File: src/rtl/fxg_pkg.sv
package fxg_pkg;
  localparam int ADDR_W = 16;
  localparam int WORD_W = 2 * ADDR_W;

  typedef enum logic [1:0] {
    VC_NONE = 2'b00,
    VC_FWD  = 2'b01,
    VC_IRQ  = 2'b10
  } viol_code_e;

  function automatic logic [WORD_W-1:0] fxg_pack(input logic [ADDR_W-1:0] src,
                                                 input logic [ADDR_W-1:0] tgt);
    return {src, tgt};
  endfunction

  function automatic logic fxg_pair_eq(input logic [WORD_W-1:0] word,
                                       input logic [ADDR_W-1:0] src,
                                       input logic [ADDR_W-1:0] tgt);
    return (word[WORD_W-1:ADDR_W] == src) && (word[ADDR_W-1:0] == tgt);
  endfunction

  function automatic logic fxg_needs_lookup(input logic is_jump, input logic taken);
    return is_jump | taken;
  endfunction
endpackage

File: src/rtl/fxg_pair_table.sv
module fxg_pair_table
  import fxg_pkg::*;
#(
  parameter int DEPTH = 16,
  localparam int IDX_W = $clog2(DEPTH)
) (
  input  logic              clk,
  input  logic              rst_n,
  input  logic              wr_en,
  input  logic [IDX_W-1:0]  wr_idx,
  input  logic              wr_vld,
  input  logic [WORD_W-1:0] wr_word,
  input  logic [IDX_W-1:0]  rd_idx,
  output logic [WORD_W-1:0] rd_word,
  output logic              rd_vld,
  output logic [IDX_W-1:0]  last_idx,
  output logic              any_vld
);
  logic [WORD_W-1:0] words [DEPTH];
  logic [DEPTH-1:0]  vld;

  always_ff @(posedge clk) begin
    if (!rst_n) begin
      vld <= '0;
    end else if (wr_en) begin
      vld[wr_idx] <= wr_vld;
    end
  end

  generate
    for (genvar g = 0; g < DEPTH; g++) begin : g_word
      always_ff @(posedge clk) begin
        if (!rst_n) begin
          words[g] <= '0;
        end else if (wr_en && (wr_idx == IDX_W'(g))) begin
          words[g] <= wr_word;
        end
      end
    end
  endgenerate

  assign rd_word = words[rd_idx];
  assign rd_vld  = vld[rd_idx];
  assign any_vld = |vld;

  always_comb begin
    last_idx = '0;
    for (int i = 0; i < DEPTH; i++) begin
      if (vld[i]) last_idx = IDX_W'(i);
    end
  end
endmodule

File: src/rtl/fxg_scan_ctrl.sv
module fxg_scan_ctrl
  import fxg_pkg::*;
#(
  parameter int DEPTH = 16,
  localparam int IDX_W = $clog2(DEPTH)
) (
  input  logic              clk,
  input  logic              rst_n,
  input  logic              req_valid,
  input  logic              req_look,
  input  logic [ADDR_W-1:0] req_src,
  input  logic [ADDR_W-1:0] req_tgt,
  output logic              req_ready,
  output logic              busy,
  output logic [IDX_W-1:0]  rd_idx,
  input  logic [WORD_W-1:0] rd_word,
  input  logic              rd_vld,
  input  logic [IDX_W-1:0]  last_idx,
  input  logic              any_vld,
  output logic              hit_now,
  output logic              end_now,
  output logic              res_valid,
  output logic              res_hit
);
  logic [IDX_W-1:0]  idx_q;
  logic [ADDR_W-1:0] src_q;
  logic [ADDR_W-1:0] tgt_q;

  assign rd_idx    = idx_q;
  assign req_ready = !busy;
  assign hit_now   = busy && rd_vld && fxg_pair_eq(rd_word, src_q, tgt_q);
  assign end_now   = busy && (!any_vld || (idx_q == last_idx));

  always_ff @(posedge clk) begin
    if (!rst_n) begin
      busy      <= 1'b0;
      idx_q     <= '0;
      src_q     <= '0;
      tgt_q     <= '0;
      res_valid <= 1'b0;
      res_hit   <= 1'b0;
    end else begin
      res_valid <= 1'b0;
      res_hit   <= 1'b0;
      if (!busy) begin
        if (req_valid && req_look) begin
          busy  <= 1'b1;
          idx_q <= '0;
          src_q <= req_src;
          tgt_q <= req_tgt;
        end
      end else if (hit_now) begin
        busy      <= 1'b0;
        res_valid <= 1'b1;
        res_hit   <= 1'b1;
      end else if (end_now) begin
        busy      <= 1'b0;
        res_valid <= 1'b1;
      end else begin
        idx_q <= idx_q + IDX_W'(1);
      end
    end
  end
endmodule

File: src/rtl/fxg_irq_gate.sv
module fxg_irq_gate
  import fxg_pkg::*;
#(
  parameter int NUM_IRQ = 4,
  localparam int SLOT_W = $clog2(NUM_IRQ)
) (
  input  logic              clk,
  input  logic              rst_n,
  input  logic              wr_en,
  input  logic [SLOT_W-1:0] wr_slot,
  input  logic              wr_vld,
  input  logic [ADDR_W-1:0] wr_addr,
  input  logic              irq_valid,
  input  logic [ADDR_W-1:0] irq_vec,
  output logic              irq_match,
  output logic              irq_miss
);
  logic [ADDR_W-1:0]  vec_q [NUM_IRQ];
  logic [NUM_IRQ-1:0] en_q;
  logic [NUM_IRQ-1:0] slot_hit;

  generate
    for (genvar g = 0; g < NUM_IRQ; g++) begin : g_slot
      always_ff @(posedge clk) begin
        if (!rst_n) begin
          vec_q[g] <= '0;
          en_q[g]  <= 1'b0;
        end else if (wr_en && (wr_slot == SLOT_W'(g))) begin
          vec_q[g] <= wr_addr;
          en_q[g]  <= wr_vld;
        end
      end
      assign slot_hit[g] = en_q[g] && (vec_q[g] == irq_vec);
    end
  endgenerate

  assign irq_match = |slot_hit;

  always_ff @(posedge clk) begin
    if (!rst_n) irq_miss <= 1'b0;
    else        irq_miss <= irq_valid && !irq_match;
  end
endmodule

File: src/rtl/fwd_xfer_guard.sv
module fwd_xfer_guard
  import fxg_pkg::*;
#(
  parameter int DEPTH   = 16,
  parameter int NUM_IRQ = 4,
  localparam int IDX_W  = $clog2(DEPTH),
  localparam int SLOT_W = $clog2(NUM_IRQ)
) (
  input  logic             clk,
  input  logic             rst_n,
  input  logic             cfg_we,
  input  logic             cfg_irq,
  input  logic [IDX_W-1:0] cfg_idx,
  input  logic             cfg_en,
  input  logic [31:0]      cfg_data,
  input  logic             xfer_valid,
  output logic             xfer_ready,
  input  logic [15:0]      xfer_src,
  input  logic [15:0]      xfer_tgt,
  input  logic             xfer_jump,
  input  logic             xfer_taken,
  input  logic             irq_valid,
  input  logic [15:0]      irq_vec,
  output logic             stall,
  output logic             res_valid,
  output logic             res_hit,
  output logic             viol_valid,
  output logic [1:0]       viol_code
);
  logic [WORD_W-1:0] rd_word_w;
  logic              rd_vld_w;
  logic [IDX_W-1:0]  rd_idx_w;
  logic [IDX_W-1:0]  last_idx_w;
  logic              any_vld_w;
  logic              look_w;
  logic              hit_now_w;
  logic              end_now_w;
  logic              irq_match_w;
  logic              irq_miss_w;
  logic              fwd_miss_w;

  assign look_w = fxg_needs_lookup(xfer_jump, xfer_taken);

  fxg_pair_table #(.DEPTH(DEPTH)) u_table (
    .clk      (clk),
    .rst_n    (rst_n),
    .wr_en    (cfg_we && !cfg_irq),
    .wr_idx   (cfg_idx),
    .wr_vld   (cfg_en),
    .wr_word  (cfg_data),
    .rd_idx   (rd_idx_w),
    .rd_word  (rd_word_w),
    .rd_vld   (rd_vld_w),
    .last_idx (last_idx_w),
    .any_vld  (any_vld_w)
  );

  fxg_scan_ctrl #(.DEPTH(DEPTH)) u_scan (
    .clk       (clk),
    .rst_n     (rst_n),
    .req_valid (xfer_valid),
    .req_look  (look_w),
    .req_src   (xfer_src),
    .req_tgt   (xfer_tgt),
    .req_ready (xfer_ready),
    .busy      (stall),
    .rd_idx    (rd_idx_w),
    .rd_word   (rd_word_w),
    .rd_vld    (rd_vld_w),
    .last_idx  (last_idx_w),
    .any_vld   (any_vld_w),
    .hit_now   (hit_now_w),
    .end_now   (end_now_w),
    .res_valid (res_valid),
    .res_hit   (res_hit)
  );

  fxg_irq_gate #(.NUM_IRQ(NUM_IRQ)) u_irq (
    .clk       (clk),
    .rst_n     (rst_n),
    .wr_en     (cfg_we && cfg_irq),
    .wr_slot   (cfg_idx[SLOT_W-1:0]),
    .wr_vld    (cfg_en),
    .wr_addr   (cfg_data[ADDR_W-1:0]),
    .irq_valid (irq_valid),
    .irq_vec   (irq_vec),
    .irq_match (irq_match_w),
    .irq_miss  (irq_miss_w)
  );

  assign fwd_miss_w = res_valid && !res_hit;
  assign viol_code  = (fwd_miss_w ? VC_FWD : VC_NONE) | (irq_miss_w ? VC_IRQ : VC_NONE);
  assign viol_valid = |viol_code;
endmodule

File: config.mk
export PLATFORM = sky130hd
export DESIGN_NAME = fwd_xfer_guard
export DESIGN_NICKNAME = d
export VERILOG_FILES = /design/src/rtl/fxg_pkg.sv /design/src/rtl/fxg_pair_table.sv /design/src/rtl/fxg_scan_ctrl.sv /design/src/rtl/fxg_irq_gate.sv /design/src/rtl/fwd_xfer_guard.sv
export SDC_FILE = /design/constraint.sdc
export NUM_CORES = 1
export LEC_CHECK = 0
export BUFFER_PORTS_ARGS = -buffer_cell sky130_fd_sc_hd__buf_2
export CAP_MARGIN = 10
export CORE_ASPECT_RATIO = 1.4
export CORE_MARGIN = 2
export CORE_UTILIZATION = 32
export DETAILED_ROUTE_END_ITERATION = 8
export PLACE_DENSITY = 0.59
export SKIP_LAST_GASP = 1
export SLEW_MARGIN = 20
export SYNTH_ARGS = -nofsm -noshare
export SYNTH_HDL_FRONTEND = slang
export SYNTH_HIERARCHICAL = 1
export SYNTH_SLANG_ARGS = --single-unit
File: constraint.sdc
create_clock -name clk -period 4.2 [get_ports clk]
set_input_delay 0.21 -clock clk [delete_from_list [all_inputs] [get_ports clk]]
set_output_delay 0.21 -clock clk [all_outputs]
set_load 0.02 [all_outputs]
==> flow_metrics.env, run 1 <==
export IMPL_status="completed"
export IMPL_post_cts_buffers=0
export IMPL_peakVddDrop_v=0.000353
export IMPL_dp_hpwl_um=52000
export IMPL_cp_max_fo=31
export IMPL_numCtsBuffers=60
export IMPL_holdWs_ns=0.0329
export IMPL_portBuffers=99
export IMPL_cap_violations=0
export IMPL_drive_above_1_share=0.200
export IMPL_gp_congestion=0.826
export IMPL_synth_area_um2=29000
export IMPL_post_place_ws_ns=0.117
export IMPL_antenna_found_initial=8
export IMPL_layout_common_cells="576 x edfxtp_1, 322 x and2_1, 260 x and3_1"
export IMPL_worstSkewPairLatency_ns=0.64
export IMPL_placed_area_um2=31100
export IMPL_reg2regPathDepth=11
export IMPL_fmax_mhz=261
export IMPL_critical_path_endpoint="u_scan/rd_idx[0]"
export IMPL_grt_pass1_wl_um=124000
export IMPL_totalWireLength_um=85600
export IMPL_cts_sinks=636
export IMPL_fill_cells=8462
export IMPL_cts_tree="done"
export IMPL_avgSynthCellArea_um2=14.4
export IMPL_rsz0062_at_grt="no"
export IMPL_clock_path_buffers=3
export IMPL_syn_num_nets=2118
export IMPL_die_w_um=259
export IMPL_num_nets_final=2195
export IMPL_power_frac_comb=0.063
export IMPL_drt_iter0_drc=1847
export IMPL_core_area_um2=89800
export IMPL_stdcell_area_um2=33500
export IMPL_clkPwrFrac=0.404
export IMPL_powerDensity_nw_per_um2=413
export IMPL_p_sw_uw=3110
export IMPL_finalMaxSlewViolations=0
export IMPL_finalCritPeriodShare=0.912
export IMPL_drc=0
export IMPL_rows=130
export IMPL_hold_viol_final=0
export IMPL_clk_pin_slew_worst_paths_ns=0.07
export IMPL_tightest_slew_ns=1.11
export IMPL_p_seq_frac=0.533
export IMPL_internal_power_uw=10700
export IMPL_grt_max_degree=63
export IMPL_period_minus_slack_ns=3.83
export IMPL_setup_viol=0
export IMPL_finalWorstSetupSlack_ns=0.370
export IMPL_cts_root_buf="clkbuf_16"
export IMPL_overflow=0
export IMPL_holdCritStartpoint="cfg_data[16]"
export IMPL_first_global_vias=18326
export IMPL_synth_cells=2024
export IMPL_htree_levels=2
export IMPL_dr_pass1_iters=6
export IMPL_routedWlPerCell_um=25.6
export IMPL_cp_arrival_ns=4.38
export IMPL_ys_warn_count=6
export IMPL_tns_ns=0
export IMPL_routed_via_count=17685
export IMPL_startpoint="u_scan/rd_idx[0]"
export IMPL_power_leakage_uw=0.0122
export IMPL_start_util=0.324
export IMPL_clock_skew_final_ns=0.0198
export IMPL_io_pins=100
export IMPL_p_sw_frac=0.225
export IMPL_total_power_uw=13800
export IMPL_design_die_area_um2=93200
export IMPL_r2r_start="u_scan/rd_idx[0]"
export IMPL_crit_path_start_kind="flop"
export IMPL_multiInputGateArea_um2=9880
export IMPL_routed_via_density=5.29
export IMPL_critPathRequiredTime_ns=4.75
export IMPL_grtUsageTotal=0.182
export IMPL_hold_path_class="in2reg"
export IMPL_slew_headroom=0.255
export IMPL_r2r_slack_ns=0.37
export IMPL_worstSetupPathType="reg2reg"
export IMPL_die_h_um=360
export IMPL_area_growth_pct=15.2
export IMPL_final_common_cell="edfxtp_1"
export IMPL_rr_endpoint="u_scan/rd_idx[0]"
export IMPL_end_kind="flop"
export IMPL_ant_nets=0
export IMPL_register_area_um2=18500
routing by layer:
| metal | track usage | wire length, µm |
|---|---|---|
| met5 | 0 | 60 |
| met2 | 0.318 | 43400 |
| met1 | 0.228 | 33300 |
| met4 | 0.0619 | 2860 |
| met3 | 0.0266 | 5880 |
area by class of cell:
| class | instances | area share |
|---|---|---|
| flip-flops and latches | 636 | 0.553 |
| clock inverters | 39 | 0.0114 |
| multi-input cells | 1184 | 0.295 |
| clock buffers | 74 | 0.0489 |
| inverters | 19 | 0.00213 |
| well taps | 1188 | 0.0444 |
| diodes | 2 | 0.000150 |
| repair buffers | 200 | 0.0447 |
through the flow:
stage / util / cells
6_report: 0.373 / 3342
5_1_grt: 0.373 / 3340
4_1_cts: 0.372 / 3339
3_5_place_dp: 0.346 / 3193
3_3_place_gp: 0.346 / 3193
2_1_floorplan: - / 2024
power by group through the flow:
stage               Combinational [µW]  Clock (µW)  Sequential, µW
floorplan                          458           0            7450
global placement                   838           0            7480
detailed placement                 849           0            7500
CTS                                877        5680            7370
global route                       929        5920            7390
finish                             874        5590            7360
worst max-delay path: stages (launching register included):
cell and delay (ns):
dfxtp_4 0.68, buf_12 0.33, mux4_2 0.54, a22oi_1 0.32, nand2_1 0.14, xor2_1 0.17, nor4_2 0.50, nand4_1 0.23
nor3_2 0.37, buf_4 0.21, o21ai_0 0.09, a21boi_1 0.15
registers in the layout, indices dropped and copies added (netlist names):
name              flops
u_table/vld          16
u_irq/vec_q          64
u_irq/en_q            4
u_scan/rd_idx         4
u_scan/res_valid      1
u_scan/busy           1
u_scan/src_q         16
u_table/words       512
u_scan/tgt_q         16
u_irq/irq_miss        1
u_scan/res_hit        1
how the worst min path moves through the flow:
stage / end / slack [ns] / cells past startpoint
finish: u_table/words[12][16] / 0.03 / 2
global route: u_table/words[12][17] / 0.04 / 2
CTS: u_table/words[13][21] / 0.00005 / 2
detailed placement: u_irq/en_q[0] / 0.48 / 2
global placement: u_scan/tgt_q[4] / 0.47 / 3
floorplan: u_irq/en_q[0] / 0.32 / 2
repair_timing:
action                     in CTS  in global routing
hold endpoints to repair       33                  0
setup endpoints to repair       0                  2
hold buffers                   33                  0
gates resized for setup         0                  1
No activity file was read; power rests on OpenSTA's default activity.
==> run 2: changes to the inputs <==
--- a/config.mk
+++ b/config.mk
@@ -16,5 +16,4 @@
 export SLEW_MARGIN = 20
 export SYNTH_ARGS = -nofsm -noshare
 export SYNTH_HDL_FRONTEND = slang
-export SYNTH_HIERARCHICAL = 1
 export SYNTH_SLANG_ARGS = --single-unit
==> flow_metrics.env, run 2 <==
export IMPL_synth_cells=2142
export IMPL_clk_pin_slew_worst_paths_ns=0.06
export IMPL_synth_compound_area_frac=0.0363
export IMPL_first_global_vias=19164
export IMPL_dr_pass1_iters=5
export IMPL_grt_pass1_wl_um=137000
export IMPL_start_util=0.323
export IMPL_io_pins=100
export IMPL_tightest_slew_ns=1.13
export IMPL_dp_hpwl_um=60900
export IMPL_synth_area_um2=29900
export IMPL_crit_path_start_kind="flop"
export IMPL_fill_cells=8615
export IMPL_synth_common_cells="578 x and2_1, 576 x edfxtp_1, 124 x clkbuf_1, 119 x nand2_1, 117 x mux4_2"
export IMPL_ys_flop_type="edfxtp_1"
export IMPL_ys_types=67
export IMPL_r2r_slack_ns=0.06
export IMPL_largest_register="u_table.words"
export IMPL_largest_reg_flops=512
export IMPL_antenna_found_initial=9
export IMPL_setup_viol=0
export IMPL_finalWorstSetupSlack_ns=0.0600
export IMPL_rsz0062_at_grt="no"
export IMPL_routed_via_count=18604
export IMPL_syn_num_nets=2236
export IMPL_fmax_mhz=242
export IMPL_tns_ns=0
export IMPL_clock_path_buffers=3
export IMPL_yosys_top_cells_area="edfxtp_1 58%, and2_1 12%, mux4_2 8.8%"
export IMPL_hold_viol_final=0
export IMPL_grtUsageTotal=0.199
export IMPL_holdPathStages=2
export IMPL_ys_ff_latch=640
export IMPL_final_common_cell="and2_1"
export IMPL_cp_max_fo=36
export IMPL_slew_headroom=0.246
export IMPL_cp_arrival_ns=4.64
export IMPL_cts_tree="done"
export IMPL_synth_xor_area_share=0.0328
export IMPL_ant_nets=0
export IMPL_grt_max_degree=41
export IMPL_biggestRegsByFlops="u_table.words: 512 flops, u_irq.vec_q: 64 flops"
export IMPL_cts_root_buf="clkbuf_16"
export IMPL_drive_above_1_share=0.203
export IMPL_numCtsBuffers=67
export IMPL_post_place_ws_ns=0.0426
export IMPL_design_die_area_um2=96000
export IMPL_overflow=0
export IMPL_end_kind="flop"
export IMPL_routed_via_density=5.27
export IMPL_drt_iter0_drc=1698
export IMPL_peakVddDrop_v=0.000362
export IMPL_reg2regPathDepth=12
export IMPL_critPathRequiredTime_ns=4.70
export IMPL_worstSetupPathType="reg2reg"
export IMPL_avgSynthCellArea_um2=14.0
export IMPL_totalWireLength_um=96700
export IMPL_synth_most_common_cell="and2_1"
export IMPL_synth_edf_count=576
export IMPL_holdCritStartpoint="cfg_data[24]"
export IMPL_num_nets_final=2362
export IMPL_holdWs_ns=0.0518
export IMPL_synth_top_family_by_area="simple AND/OR/NAND/NOR gates"
export IMPL_power_leakage_uw=0.0120
export IMPL_synth_adder_area_share=0.000418
export IMPL_rr_endpoint="u_scan.rd_idx[3]"
export IMPL_whs_endpoint="u_table.words[5][24]"
export IMPL_clock_skew_final_ns=0.0272
export IMPL_area_growth_pct=17.0
export IMPL_cts_sinks=640
export IMPL_die_h_um=366
export IMPL_period_minus_slack_ns=4.14
export IMPL_synth_top_area_cell="edfxtp_1"
export IMPL_ys_warn_count=0
export IMPL_powerDensity_nw_per_um2=415
export IMPL_core_area_um2=92700
export IMPL_drc=0
export IMPL_hold_path_class="in2reg"
export IMPL_rows=132
export IMPL_gp_congestion=0.860
export IMPL_finalCritPeriodShare=0.986
export IMPL_status="completed"
export IMPL_routedWlPerCell_um=27.4
export IMPL_die_w_um=262
export IMPL_worstSkewPairLatency_ns=0.64
export IMPL_synthSimpleGateAreaFrac=0.159
export IMPL_synth_top_area_share=0.578
export IMPL_htree_levels=3
export IMPL_synthMuxAreaShare=0.120
export IMPL_cap_violations=0
export IMPL_ys_async_sr_fraction=0
export IMPL_portBuffers=99
export IMPL_ys_seq_area_frac=0.621
export IMPL_total_power_uw=14500
export IMPL_finalMaxSlewViolations=0
export IMPL_layout_common_cells="578 x and2_1, 576 x edfxtp_1, 119 x nand2_1"
## run 2: what timing repair did
action	CTS	global route
resized for setup	0	0
endpoints found under the hold margin	33	0
setup buffers	0	1
endpoints found under the setup margin	0	2
hold buffers	33	0
## run 2: worst max-delay path by stage
stage                     startpoint             endpoint  slack (ns)  cells after the start
after floorplan           cfg_idx[0]  u_table.words[7][0]        0.69                      3
after global placement          flop     u_scan.rd_idx[3]        0.01                     12
after detailed placement        flop     u_scan.rd_idx[3]        0.04                     12
after CTS                       flop     u_scan.rd_idx[3]        0.03                     12
after global routing            flop     u_scan.rd_idx[3]       0.002                     12
final                           flop     u_scan.rd_idx[3]        0.06                     12
## run 2: logic make-up (layout without fill, tap and decap cells)
group                      after synthesis  in the layout
muxes                                  207            207
xor gates and xnor gates               112            112
other                                    0              3
AOI/OAI and AO/OA                      159            159
and+or+nand+nor                        824            824
adders and majority gates                1              1
DFF                                    640            640
buffers and inverters                  199            380
## run 2: final cells by class
class	instances	area [µm²]	area share
diodes	3	7.51	0.000214
clock buffers	88	1900	0.0543
clock inverters	36	364	0.0104
inverters	30	113	0.00322
multi-input cells	1303	10700	0.307
flip-flops and latches	640	18600	0.531
well taps	1206	1510	0.0431
repair buffers	226	1770	0.0505
## run 2: critical path: stages, from the launching register on
cell and delay [ns]:
dfxtp_4 0.54, buf_12 0.30, mux4_2 0.55, mux2i_1 0.29, mux2i_1 0.14, xnor2_1 0.46, nand4_1 0.17, nor4bb_1 0.31
buf_4 0.15, nand4_1 0.22, buf_4 0.26, nor4b_1 0.16, a311o_1 0.34
## run 2: metrics by stage
stage,util,cells,instance area (µm²)
after floorplan,-,2142,29900
after global placement,0.349,3371,32400
after detailed placement,0.349,3371,32400
after CTS,0.377,3528,35000
after global routing,0.378,3531,35000
final,0.378,3532,35000
## run 2: metal layers
| layer | vias up | track usage | wire length (µm) |
|---|---|---|---|
| li1 | 7983 | - | - |
| met1 | 9611 | 0.238 | 36800 |
| met2 | 794 | 0.350 | 49200 |
| met3 | 216 | 0.0269 | 5960 |
| met4 | 0 | 0.0988 | 4760 |
| met5 | - | 0 | 0 |
## run 2: power by group
part / total [µW] / leakage [µW] / internal [µW] / switching, µW
logic: 952 / 0.00486 / 337 / 614
clock network: 6170 / 0.00111 / 3590 / 2580
registers: 7410 / 0.00602 / 7270 / 141
total: 14500 / 0.0120 / 11200 / 3340
==> run 3: changes to the inputs <==
--- a/config.mk
+++ b/config.mk
@@ -11,6 +11,7 @@
 export CORE_MARGIN = 2
 export CORE_UTILIZATION = 32
 export DETAILED_ROUTE_END_ITERATION = 8
+export MAX_ROUTING_LAYER = met4
 export PLACE_DENSITY = 0.59
 export SKIP_LAST_GASP = 1
 export SLEW_MARGIN = 20
==> constraint.sdc (replaced) <==
create_clock -name clk -period 4.2 [get_ports clk]
set_input_delay 0.42 -clock clk [delete_from_list [all_inputs] [get_ports clk]]
set_output_delay 0.42 -clock clk [all_outputs]
set_load 0.02 [all_outputs]
==> flow_metrics.env, run 3 (same netlist as run 2, synthesis figures left out) <==
export IMPL_layout_cells_non_filler=3508
export IMPL_worstSetupPathType="reg2reg"
export IMPL_cts_tree="done"
export IMPL_io_pins=100
export IMPL_hold_buffers=0
export IMPL_worstSkewPairLatency_ns=0.64
export IMPL_cts_root_buf="clkbuf_16"
export IMPL_slew_headroom=0.324
export IMPL_setup_viol=0
export IMPL_layout_common_cells="578 x and2_1, 576 x edfxtp_1, 119 x nand2_1"
export IMPL_routedWlPerCell_um=27.5
export IMPL_dp_hpwl_um=61200
export IMPL_clk_pin_slew_worst_paths_ns=0.06
export IMPL_ant_nets=0
export IMPL_design_die_area_um2=96000
export IMPL_numCtsBuffers=67
export IMPL_fmax_mhz=242
export IMPL_hold_path_class="in2reg"
export IMPL_whs_endpoint="u_scan.src_q[9]"
export IMPL_routed_via_count=18348
export IMPL_portBuffers=99
export IMPL_period_minus_slack_ns=4.13
export IMPL_largest_reg_flops=512
export IMPL_status="completed"
export IMPL_gp_congestion=0.866
export IMPL_peakVddDrop_v=0.000357
export IMPL_multiInputGateArea_um2=10800
export IMPL_finalMaxSlewViolations=0
export IMPL_rsz0062_at_grt="no"
export IMPL_grt_max_degree=50
export IMPL_clock_path_buffers=3
export IMPL_htree_levels=3
export IMPL_biggestRegsByFlops="u_table.words: 512 flops, u_irq.vec_q: 64 flops"
export IMPL_finalWorstSetupSlack_ns=0.0668
export IMPL_routed_via_density=5.23
export IMPL_hold_viol_final=0
export IMPL_end_kind="flop"
export IMPL_num_nets_final=2337
export IMPL_antenna_found_initial=10
export IMPL_dr_pass1_iters=6
export IMPL_cts_sinks=640
export IMPL_crit_path_start_kind="flop"
export IMPL_cp_max_fo=21
export IMPL_power_leakage_uw=0.0118
export IMPL_drc=0
export IMPL_grt_pass1_wl_um=137000
export IMPL_tightest_slew_ns=1.01
export IMPL_reg2regPathDepth=12
export IMPL_totalWireLength_um=96400
export IMPL_cp_arrival_ns=4.64
export IMPL_holdCritStartpoint="xfer_src[9]"
export IMPL_post_cts_buffers=0
export IMPL_die_w_um=262
export IMPL_cap_violations=0
export IMPL_fill_cells=8674
export IMPL_post_place_cells=3380
export IMPL_rows=132
export IMPL_powerDensity_nw_per_um2=415
export IMPL_critPathRequiredTime_ns=4.71
export IMPL_drive_above_1_share=0.209
export IMPL_grtUsageTotal=0.205
export IMPL_core_area_um2=92700
export IMPL_holdPathStages=3
export IMPL_r2r_slack_ns=0.07
export IMPL_register_area_um2=18600
export IMPL_start_util=0.323
export IMPL_die_h_um=366
export IMPL_post_place_ws_ns=-0.164
export IMPL_overflow=0
export IMPL_area_growth_pct=15.7
export IMPL_drt_iter0_drc=1797
export IMPL_final_common_cell="and2_1"
export IMPL_clock_skew_final_ns=0.0385
export IMPL_rr_endpoint="u_scan.rd_idx[3]"
export IMPL_finalCritPeriodShare=0.984
export IMPL_largest_register="u_table.words"
export IMPL_first_global_vias=19190
-- run 3: cell types whose count changed in the layout (fill, tap and decap cells not counted), moves of 3 or more --
cell	delta
buf_12	-6
buf_4	+14
clkbuf_1	+4
clkbuf_16	-3
clkinv_1	-3
clkinv_2	-4
clkinvlp_4	+4
diode_2	+3
dlygate4sd3_1	-33
-- run 3: worst max-delay path by stage --
stage,startpoint,cells past startpoint,slack [ns],end
2_1_floorplan,cfg_idx[0],3,0.48,u_table.words[7][0]
4_1_cts,flop,12,0.10,u_scan.rd_idx[3]
3_3_place_gp,flop,12,-0.18,flop
6_report,flop,12,0.07,u_scan.rd_idx[3]
3_5_place_dp,flop,12,-0.16,u_scan.rd_idx[3]
5_1_grt,flop,12,0.001,u_scan.rd_idx[3]
-- run 3: metrics by stage --
stage / instance area, µm² / hold WS (ns) / setup TNS [ns] / power [µW] / utilization
after floorplan: 29900 / 0.445 / 0 / 7980 / -
final: 34600 / 0.0507 / 0 / 14400 / 0.374
after global placement: 32400 / 0.459 / -0.937 / 8450 / 0.349
after CTS: 34600 / 0.0236 / 0 / 14500 / 0.373
after global routing: 34600 / 0.0638 / 0 / 14800 / 0.373
after detailed placement: 32400 / 0.465 / -0.828 / 8480 / 0.349
-- run 3: metal layers --
metal	wire, µm	GRT usage
met5	0	-
met4	4310	0.0938
met3	6470	0.0258
met2	50100	0.359
met1	35500	0.234
-- run 3: worst max-delay path, cell delays in order, from the launching register on --
cell and delay, ns:
dfxtp_4 0.61, buf_4 0.47, mux4_2 0.56, mux2i_1 0.15, mux2i_1 0.11, xor2_1 0.17
nor4_2 0.60, buf_4 0.21, and4_1 0.17, nand4_1 0.21, buf_4 0.24, nor4b_1 0.15
a311o_1 0.34
-- run 3: power breakdown --
group          total [µW]  switching, µW  internal [µW]
Clock                6030           2570           3460
Combinational         929            611            318
Sequential           7410            141           7270
Total               14400           3320          11000
-- run 3: what timing repair did --
item | CTS | global route
hold endpoints to repair | 0 | 0
endpoints found under the setup margin | 10 | 1
gates resized for setup | 1 | 1
-- run 3: cell type report --
cell class	instances	share of cell area
clock inverters	31	0.00958
repair buffers	201	0.0411
flip-flops and latches	640	0.537
diodes	6	0.000434
well taps	1206	0.0436
clock buffers	91	0.0540
multi-input cells	1303	0.311
inverters	30	0.00325
